--- src/rtl/txbd_pkg.sv ---
package txbd_pkg;
  // descriptor flag bit positions (flags live in word bits 31:16)
  localparam int FLAG_READY = 15;
  localparam int FLAG_WRAP  = 13;
  localparam int FLAG_LAST  = 11;
  localparam int BD_BYTES   = 8;

  typedef enum logic [2:0] {
    S_IDLE,
    S_HEAD,
    S_PTR,
    S_FETCH,
    S_SEND,
    S_BACK
  } walk_state_t;
endpackage

--- src/rtl/txbd_len_cap.sv ---
module txbd_len_cap #(
  parameter int MAX_FRAME = 2032,
  parameter int CNT_W     = $clog2(MAX_FRAME + 1)
) (
  input  logic [CNT_W-1:0] frame_cnt,
  input  logic [15:0]      req_len,
  output logic [15:0]      grant_len,
  output logic             cut
);
  logic [16:0] room;

  always_comb begin
    room      = 17'(MAX_FRAME) - 17'(frame_cnt);
    cut       = {1'b0, req_len} > room;
    grant_len = cut ? room[15:0] : req_len;
  end
endmodule

--- src/rtl/txbd_byte_lane.sv ---
module txbd_byte_lane #(
  parameter int WORD_BYTES = 4,
  localparam int LANE_W    = $clog2(WORD_BYTES)
) (
  input  logic [8*WORD_BYTES-1:0] word,
  input  logic [LANE_W-1:0]       lane,
  output logic [7:0]              byte_out
);
  logic [7:0] lanes [WORD_BYTES];

  // lane 0 is the most significant byte of the word
  for (genvar i = 0; i < WORD_BYTES; i++) begin : g_lane
    assign lanes[i] = word[8*(WORD_BYTES-1-i) +: 8];
  end

  assign byte_out = lanes[lane];
endmodule

--- src/rtl/txbd_ring_engine.sv ---
module txbd_ring_engine
  import txbd_pkg::*;
#(
  parameter int ADDR_W    = 32,
  parameter int MAX_FRAME = 2032,
  localparam int CNT_W    = $clog2(MAX_FRAME + 1)
) (
  input  logic              clk,
  input  logic              rst_n,
  input  logic              ctrl_enable,
  input  logic              demand_wr,
  input  logic              base_wr,
  input  logic [ADDR_W-1:0] base_wdata,
  output logic              mem_req,
  output logic              mem_we,
  output logic [ADDR_W-1:0] mem_addr,
  output logic [31:0]       mem_wdata,
  input  logic              mem_ack,
  input  logic [31:0]       mem_rdata,
  output logic              tx_valid,
  input  logic              tx_ready,
  output logic [7:0]        tx_data,
  output logic              tx_last,
  output logic              evt_txbuf,
  output logic              evt_txframe,
  output logic              evt_babble,
  output logic              busy
);
  walk_state_t       state;
  logic [ADDR_W-1:0] base_ptr, cur_ptr, baddr;
  logic [15:0]       flags_q, len_q, rem;
  logic [31:0]       wbuf;
  logic [CNT_W-1:0]  fcnt;
  logic              cut_q, pending;
  logic [15:0]       grant, wb_flags;
  logic              cut;
  logic              demand_ok;

  assign demand_ok = demand_wr && ctrl_enable;

  txbd_len_cap #(.MAX_FRAME(MAX_FRAME), .CNT_W(CNT_W)) u_cap (
    .frame_cnt (fcnt),
    .req_len   (len_q),
    .grant_len (grant),
    .cut       (cut)
  );

  txbd_byte_lane #(.WORD_BYTES(4)) u_lane (
    .word     (wbuf),
    .lane     (baddr[1:0]),
    .byte_out (tx_data)
  );

  always_comb begin
    wb_flags             = flags_q;
    wb_flags[FLAG_READY] = 1'b0;
    mem_req   = (state == S_HEAD) || (state == S_PTR) ||
                (state == S_FETCH) || (state == S_BACK);
    mem_we    = (state == S_BACK);
    mem_wdata = {wb_flags, len_q};
    case (state)
      S_PTR:   mem_addr = cur_ptr + ADDR_W'(4);
      S_FETCH: mem_addr = {baddr[ADDR_W-1:2], 2'b00};
      default: mem_addr = cur_ptr;
    endcase
  end

  assign tx_valid = (state == S_SEND);
  assign tx_last  = (state == S_SEND) && flags_q[FLAG_LAST] && (rem == 16'd1);
  assign busy     = (state != S_IDLE);

  always_ff @(posedge clk or negedge rst_n) begin
    if (!rst_n) begin
      state       <= S_IDLE;
      base_ptr    <= '0;
      cur_ptr     <= '0;
      baddr       <= '0;
      flags_q     <= '0;
      len_q       <= '0;
      rem         <= '0;
      wbuf        <= '0;
      fcnt        <= '0;
      cut_q       <= 1'b0;
      pending     <= 1'b0;
      evt_txbuf   <= 1'b0;
      evt_txframe <= 1'b0;
      evt_babble  <= 1'b0;
    end else begin
      evt_txbuf   <= 1'b0;
      evt_txframe <= 1'b0;
      evt_babble  <= 1'b0;
      if (state != S_IDLE && demand_ok) pending <= 1'b1;
      case (state)
        S_IDLE: if (demand_ok) state <= S_HEAD;
        S_HEAD: if (mem_ack) begin
          flags_q <= mem_rdata[31:16];
          len_q   <= mem_rdata[15:0];
          if (!mem_rdata[16+FLAG_READY]) begin
            if (pending || demand_ok) pending <= 1'b0;
            else                      state   <= S_IDLE;
          end else begin
            state <= S_PTR;
          end
        end
        S_PTR: if (mem_ack) begin
          baddr <= mem_rdata[ADDR_W-1:0];
          rem   <= grant;
          fcnt  <= fcnt + CNT_W'(grant);
          cut_q <= cut;
          state <= (grant == 16'd0) ? S_BACK : S_FETCH;
        end
        S_FETCH: if (mem_ack) begin
          wbuf  <= mem_rdata;
          state <= S_SEND;
        end
        S_SEND: if (tx_ready) begin
          baddr <= baddr + ADDR_W'(1);
          rem   <= rem - 16'd1;
          if (rem == 16'd1)            state <= S_BACK;
          else if (baddr[1:0] == 2'b11) state <= S_FETCH;
        end
        S_BACK: if (mem_ack) begin
          evt_txbuf  <= 1'b1;
          evt_babble <= cut_q;
          if (flags_q[FLAG_LAST]) begin
            evt_txframe <= 1'b1;
            fcnt        <= '0;
          end
          cur_ptr <= flags_q[FLAG_WRAP] ? base_ptr : cur_ptr + ADDR_W'(BD_BYTES);
          state   <= S_HEAD;
        end
        default: state <= S_IDLE;
      endcase
      if (base_wr) begin
        base_ptr <= {base_wdata[ADDR_W-1:2], 2'b00};
        cur_ptr  <= {base_wdata[ADDR_W-1:2], 2'b00};
      end
    end
  end
endmodule

--- config.mk ---
export PLATFORM = sky130hd
export DESIGN_NAME = txbd_ring_engine
export DESIGN_NICKNAME = d
export VERILOG_FILES = /design/src/rtl/txbd_pkg.sv /design/src/rtl/txbd_len_cap.sv /design/src/rtl/txbd_byte_lane.sv /design/src/rtl/txbd_ring_engine.sv
export SDC_FILE = /design/constraint.sdc
export NUM_CORES = 1
export LEC_CHECK = 0
export ABC_AREA = 0
export CAP_MARGIN = 25
export CORE_MARGIN = 5
export CORE_UTILIZATION = 60
export CTS_BUF_LIST = sky130_fd_sc_hd__clkbuf_8
export CTS_CLUSTER_DIAMETER = 100
export DETAILED_ROUTE_END_ITERATION = 8
export DONT_BUFFER_PORTS = 1
export GPL_TIMING_DRIVEN = 0
export PLACE_DENSITY = 0.76
export SETUP_SLACK_MARGIN = 0.02
export SYNTH_ARGS = -nofsm -noshare
export SYNTH_HDL_FRONTEND = slang
export SYNTH_HIERARCHICAL = 1
export SYNTH_SLANG_ARGS = --single-unit
--- constraint.sdc ---
create_clock -name clk -period 8.91 [get_ports clk]
set_input_delay 0.4455 -clock clk [delete_from_list [all_inputs] [get_ports clk]]
set_output_delay 0.4455 -clock clk [all_outputs]
set_load 0.1 [all_outputs]
==> metrics, run 1 <==
violated checks=hold timing; TritonCTS clock tree=built; Slew Viols, Final=0; number of global-route vias before repair=11200; GRT Residual Overflow=0; Synth async-reset ratio=1.00; detailed-route vias per instance=about 6.9; Final Routed Wirelength=42.4 mm; wire per inst=around 25 um; signed area change from the synthesized netlist to the final layout=13.5%; overall die height=151 um; Root Driver=sky130_fd_sc_hd__clkbuf_8; Setup Crit Path Kind=flop to flop; total via count in the routed design=11600; final setup violation count=0; Worst Hold Margin=-0.219 ns; yosys warns=6; CTS max path bufs=2; endpoint class of the critical path=flop; leakage power figure=between 5 and 6 nW; number of storage elements in the synthesis netlist=190; synthesized cell area=0.0119 mm^2; Row Count=51; iteration-0 DRC count of the detailed router=1677; critical path launch point type=flop; sequential share of the synthesized area=0.401; fraction of final layout cells with drive strength greater than 1=0.141; cell count after synthesis=between 1000 and 1500; number of search-and-repair iterations in the first detailed-routing pass=7; count of input and output buffers=0; Worst-Skew Late Latency=0.49 ns; number of endpoints with negative hold slack in the final report=38; power density of the placed cells=between 400 and 500 mW/mm^2; slew of the pin with the lowest slew margin=1.33 ns; synthesized area per cell=8.76 um^2; worst setup path startpoint=fcnt[0]; maximum fanout count along the critical path=8; max-cap violation count=0; setup repair after global routing missed its margin=false; ys flop type=sky130_fd_sc_hd__dfrtp_1; Sink Count=190; pin count of the biggest net entering global routing=191; global-route wire length before repair=65.7 mm; portion of the clock cycle consumed by the worst path in the final layout=0.607; minimum clock period after layout=5.40 ns; Fin Setup TNS=0 ns; Relative slew margins=0.116; overall die area=0.0227 mm^2; Post-layout nets=1508; Initial Util=0.610; upper clock frequency limit=185 MHz; worst vdd ir=0.383 mV; die width=151 um; worst path required time=9.27 ns; maximum level of the CTS H-tree=4; Synth area leaders=sky130_fd_sc_hd__dfrtp_1 40%, sky130_fd_sc_hd__mux2_2 6.5%, sky130_fd_sc_hd__o21ai_0 5.5%, sky130_fd_sc_hd__a21oi_1 5.4%, sky130_fd_sc_hd__nand2_1 4.6%; result of the run=finished with violations; routability congestion estimate=1.01; half-perimeter wire length after placement=between 30 and 40 mm; Final ANT Viol Nets=0; Unique masters post-synth=83; count of unresolved DRC violations after routing=0; area share of the largest cell type after synthesis=0.401; placeable core area=about 0.019 mm^2; number of enable-type register cells in the synthesized netlist=0; Synth area leader=sky130_fd_sc_hd__dfrtp_1; clock-pin slew on the worst setup and hold paths=0.12 ns; min-delay worst type=primary input to async pin; antenna violations before repair=2; depth of the most critical reg-to-reg path=19; top-level port count=151; startpoint of the worst-slack reg-to-reg timing path=fcnt[0]; Setup Skew=about 0.018 ns; Total GRT Usage=0.378; CTS Buf Count=17; signal arrival time at the worst endpoint=5.77 ns
[critical path: stages (launching register included)]
cell and delay [ns]:
sky130_fd_sc_hd__dfrtp_1 0.50, sky130_fd_sc_hd__inv_1 0.10, sky130_fd_sc_hd__ha_1 0.24, sky130_fd_sc_hd__a21boi_0 0.40, sky130_fd_sc_hd__nand4_1 0.20, sky130_fd_sc_hd__xnor2_1 0.19, sky130_fd_sc_hd__ha_1 0.33, sky130_fd_sc_hd__nand4_1 0.20
sky130_fd_sc_hd__nor4_2 0.33, sky130_fd_sc_hd__a211oi_2 0.10, sky130_fd_sc_hd__a22oi_4 0.42, sky130_fd_sc_hd__mux2i_1 0.25, sky130_fd_sc_hd__ha_1 0.27, sky130_fd_sc_hd__fa_1 0.43, sky130_fd_sc_hd__a211oi_1 0.38, sky130_fd_sc_hd__o21bai_1 0.16
sky130_fd_sc_hd__a211o_1 0.31, sky130_fd_sc_hd__a31oi_1 0.22, sky130_fd_sc_hd__xor2_1 0.17, sky130_fd_sc_hd__o21ai_0 0.09
[cell type report]
cell class,instances,area [um^2]
inverter,64,240
clock buffer,17,234
sequential,190,4750
clock inverter,15,200
fill,1523,6000
multi-input combinational,1001,6550
antenna,1,2.50
buffer,102,434
tap,265,332
timing repair buffer,27,721
[cell usage in the layout (no fill, tap or decap), types with 47 or more instances in the layout]
cell                       instances
sky130_fd_sc_hd__a21oi_1         119
sky130_fd_sc_hd__nand3_1          47
sky130_fd_sc_hd__dfrtp_1         190
sky130_fd_sc_hd__nand2_1         145
sky130_fd_sc_hd__nor2_1           86
sky130_fd_sc_hd__inv_1            63
sky130_fd_sc_hd__o21ai_0         121
sky130_fd_sc_hd__mux2_2           69
sky130_fd_sc_hd__clkbuf_1         74
[registers in the layout, indices dropped and copies added (netlist names)]
name         count
wbuf            32
cut_q            1
fcnt            11
rem             16
base_ptr        30
baddr           32
state            3
evt_babble       1
evt_txframe      1
len_q           16
cur_ptr         30
flags_q         15
evt_txbuf        1
pending          1
[Yosys cell counts (19+ instances only)]
cell                       number
sky130_fd_sc_hd__nand4_1       26
sky130_fd_sc_hd__o21ai_0      131
sky130_fd_sc_hd__a21oi_1      129
sky130_fd_sc_hd__mux2_2        69
sky130_fd_sc_hd__nand3_1       47
sky130_fd_sc_hd__o22ai_1       24
sky130_fd_sc_hd__dfrtp_1      190
sky130_fd_sc_hd__and3_1        19
sky130_fd_sc_hd__inv_1         63
sky130_fd_sc_hd__nand2_1      145
sky130_fd_sc_hd__ha_1          33
sky130_fd_sc_hd__clkbuf_1      75
sky130_fd_sc_hd__nor2_1        86
sky130_fd_sc_hd__nor3_1        33
[per-stage QoR]
stage / power [W] / util / std cells / worst slack [ns] / cell area [um^2]
floorplan: 0.00436 / - / 1357 / 3.23 / 11900
global placement: 0.00498 / 0.627 / 1622 / 2.38 / 12200
detailed placement: 0.00535 / 0.666 / 1646 / 3.66 / 13000
CTS: 0.00599 / 0.690 / 1679 / 3.59 / 13400
global route: 0.00639 / 0.692 / 1682 / 3.16 / 13500
finish: 0.00608 / 0.692 / 1682 / 3.51 / 13500
[final timing paths]
check,slack [ns],to
max,3.51,fcnt[8]
min,-0.22,cur_ptr[9]
max reg2reg,3.51,fcnt[8]
min reg2reg,0.48,cut_q
max in group asynchronous,7.96,state[0]
min in group clk,0.09,cur_ptr[15]
[what timing repair did]
action	CTS	global route
setup endpoints to repair	0	0
gates resized for setup	0	0
endpoints found under the hold margin	190	0
hold buffers	1	0
setup buffers	0	0
[power breakdown]
group | switching [W] | internal (W)
Clock | 0.000400 | 0.000227
Combinational | 0.00221 | 0.00116
Sequential | 0.000917 | 0.00117
[metal layers]
layer | up-vias | routed length, um | GRT usage
met5 | - | 13 | 0
met4 | 2 | 2270 | 0.188
met3 | 184 | 5090 | 0.0981
met2 | 790 | 19200 | 0.585
met1 | 5568 | 15800 | 0.494
li1 | 5058 | - | -
[cell families after synthesis]
kind of cell / share of synthesized area
other: 0.000316
and+or+nand+nor: 0.178
AOI/OAI and AO/OA: 0.219
xor gates and xnor gates: 0.0140
buffers and inverters: 0.0567
adders and majority gates: 0.0365
muxes: 0.0946
DFF: 0.401
No activity file was read; power rests on OpenSTA's default activity.
==> run 2: changes to the inputs <==
--- a/config.mk
+++ b/config.mk
@@ -14,7 +14,7 @@
 export DETAILED_ROUTE_END_ITERATION = 8
 export DONT_BUFFER_PORTS = 1
 export GPL_TIMING_DRIVEN = 0
-export PLACE_DENSITY = 0.76
+export PLACE_DENSITY = 0.79
 export SETUP_SLACK_MARGIN = 0.02
 export SYNTH_ARGS = -nofsm -noshare
 export SYNTH_HDL_FRONTEND = slang
==> constraint.sdc (replaced) <==
create_clock -name clk -period 4.65 [get_ports clk]
set_input_delay 0.2325 -clock clk [delete_from_list [all_inputs] [get_ports clk]]
set_output_delay 0.2325 -clock clk [all_outputs]
set_load 0.1 [all_outputs]
==> run 2 against run 1 <==
Compared with the run above:
- worst hold slack improved by 0.21 ns
- global-route usage increased by 3.0 points
- register-to-register slack lost 3.7 ns
- flip-flop and latch count did not move
- critical path type unchanged
- clock skew increased by 0.012 ns
- sequential share of layout area shrank 2.9 points
- critical path depth up 2
- die area unchanged
- via count grew 9.3%
- cell area rose by 9.2%
- the run ends with hold timing, setup timing left
==> metrics, run 2 (same netlist as run 1, synthesis figures left out) <==
commonest non-fill, non-tap cells in the layout=184 x sky130_fd_sc_hd__dfrtp_1, 142 x sky130_fd_sc_hd__nand2_1, 119 x sky130_fd_sc_hd__a21oi_1; number of endpoints with negative hold slack in the final report=1 (-97%); endpoint class of the critical path=flop; Critical Path Slowest Stage Cell=sky130_fd_sc_hd__dfrtp_2; end-of-flow core utilization=0.755 (+0.0635); depth of the most critical reg-to-reg path=21 (+2); worst path required time=4.99 ns (-4.28 ns); critical path launch point type=flop; Post-layout nets=1601 (+6.2%); min-delay worst type=primary input to flop; Final ANT Viol Nets=0 (unchanged); CTS max path bufs=2 (unchanged); antenna violations before repair=3 (+1); top-level port count=151 (unchanged); final worst slack=-0.228 ns (-3.73 ns); overall die height=151 um (unchanged); biggest regs=baddr x32, wbuf x32; Setup Skew=0.0304 ns (+0.0124 ns); signal arrival time at the worst endpoint=5.22 ns (-0.55 ns); Row Count=51 (unchanged); Worst Hold Margin=-0.00548 ns (+0.214 ns); dpl cells=1645 (-0.061%); count of unresolved DRC violations after routing=0 (unchanged); overall die area=0.0227 mm^2 (unchanged); slowest cell delay on critical path=0.46 ns (-0.04 ns); TritonCTS clock tree=built; Setup Crit Path Kind=flop to flop; clock-pin slew on the worst setup and hold paths=0.14 ns (+0.02 ns); max-cap violation count=0 (unchanged); number of search-and-repair iterations in the first detailed-routing pass=8 (+1); pin count of the biggest net entering global routing=191 (unchanged); footprint of the multi-input gates=0.00695 mm^2 (+6.1%); count of filler cells inserted in the layout=1325 (-13%); maximum level of the CTS H-tree=4 (unchanged); Sink Count=190 (unchanged); Worst-Skew Late Latency=0.50 ns (about the same); detailed-route vias per instance=7.13 (+3.4%); violated checks=hold timing, setup timing; portion of the clock cycle consumed by the worst path in the final layout=1.05 (+0.442); Final Routed Wirelength=49.1 mm (+16%); CTS Buf Count=17 (unchanged); total via count in the routed design=12700 (+9.3%); critical path depth in cells=21 (+2); Root Driver=sky130_fd_sc_hd__clkbuf_8; Register Area=0.00476 mm^2 (+0.16%); result of the run=finished with violations; half-perimeter wire length after placement=31.9 mm (+0.62%); maximum fanout count along the critical path=7 (-1); signed area change from the synthesized netlist to the final layout=23.9%; delay-heaviest family, CP=compound AO/OA/AOI/OAI gates; critical path buffer and inverter count=4 (+3); placeable core area=0.0195 mm^2 (unchanged); Total GRT Usage=0.408 (+0.0298); most frequent standard cell in the layout excluding fill and tap cells=sky130_fd_sc_hd__dfrtp_1; final setup violation count=6 (+6); upper clock frequency limit=205 MHz (+11%); routability congestion estimate=1.00 (-0.55%); GRT Residual Overflow=0 (unchanged); iteration-0 DRC count of the detailed router=2205 (+31%); minimum clock period after layout=4.88 ns (-0.527 ns); Hold Path Stages=3; count of input and output buffers=0 (unchanged); Slew Viols, Final=0 (unchanged); Relative slew margins=0.138 (+0.0218); fraction of final layout cells with drive strength greater than 1=0.182 (+0.0410); wire per inst=27.6 um (+9.5%); Fin Setup TNS=-0.781 ns (-0.781 ns); setup repair after global routing missed its margin=true; die width=151 um (unchanged); slew of the pin with the lowest slew margin=1.29 ns (-0.0327 ns); final cell count without fillers=1778 (+5.7%); global-route wire length before repair=70.4 mm (+7.2%); Initial Util=0.610 (unchanged); cells along the critical path=inv_2, ha_4, a21boi_2, buf_4, nand2_2, xnor2_2, ha_1, nand4_1, nor4_4, a211oi_2, a22oi_4, buf_12, mux2i_4, ha_4, buf_4, nand4_1, a21oi_1, nor2_2, o21ai_1, xnor2_1, o21ai_0; number of global-route vias before repair=12000 (+7.5%)
-- run 2: changes by cell type in the layout (fill, tap and decap cells not counted), moves of 6 or more --
| cell | before | now |
|---|---|---|
| sky130_fd_sc_hd__ha_1 | 33 | 23 |
| sky130_fd_sc_hd__buf_4 | 5 | 36 |
| sky130_fd_sc_hd__dlygate4sd3_1 | 0 | 65 |
| sky130_fd_sc_hd__dfrtp_1 | 190 | 184 |
| sky130_fd_sc_hd__ha_4 | 0 | 10 |
| sky130_fd_sc_hd__mux2i_1 | 15 | 7 |
| sky130_fd_sc_hd__dfrtp_2 | 0 | 6 |
| sky130_fd_sc_hd__mux2i_4 | 0 | 8 |
-- run 2: path summary, 6_finish.rpt --
kind	from	end	slack, ns
min	mem_rdata[10]	baddr[10]	-0.005
min in group asynchronous	rst_n	state[0]	0.39
max in group asynchronous	rst_n	rem[8]	3.15
min reg2reg	base_ptr[2]	base_ptr[2]	0.51
max	fcnt[1]	fcnt[9]	-0.23
max reg2reg	fcnt[1]	fcnt[9]	-0.23
-- run 2: area by class of cell --
| class | count | area share |
|---|---|---|
| Antenna cell | 4 | 0.000681 |
| Buffer | 99 | 0.0280 |
| Clock buffer | 17 | 0.0159 |
| Clock inverter | 15 | 0.0128 |
| Inverter | 64 | 0.0165 |
| Multi-Input combinational cell | 1001 | 0.473 |
| Sequential cell | 190 | 0.324 |
| Tap cell | 265 | 0.0226 |
| Timing Repair Buffer | 123 | 0.107 |
-- run 2: worst reg2reg max path: cells and delay by family, from the launching register on --
kind,cells,cell delay (ns)
multiplexers,1,0.36
AND/OR/NAND/NOR,5,1.04
XOR/XNOR,2,0.36
adder cells (fa/ha/maj),3,0.70
AO/OA/AOI/OAI,6,1.22
buffers and inverters,4,0.59
flip-flops,1,0.46
-- run 2: through the flow --
stage / instance area [um^2] / worst slack (ns)
finish: 14700 / -0.228
floorplan: 11900 / 0.107
detailed placement: 12900 / -0.658
CTS: 14400 / 0.0242
global placement: 12200 / -0.522
global route: 14700 / -0.345
-- run 2: what timing repair did --
action	CTS	global route
gates cloned	0	0
resized for setup	40	34
hold buffers	66	0
setup buffers	12	22
hold endpoints to repair	332	0
pin swaps	5	29
setup endpoints to repair	7	6
-- run 2: layer usage --
layer	routed length (um)	vias up	global-route usage
met3	6420	351	0.106
met2	22100	1138	0.651
met4	3950	4	0.218
met1	16600	5938	0.509
li1	-	5246	-
met5	27	-	0
Power of run 2 is left out: the tool's default activity adds up to more than one toggle a clock period on the data nets, which glitch-free logic cannot reach.
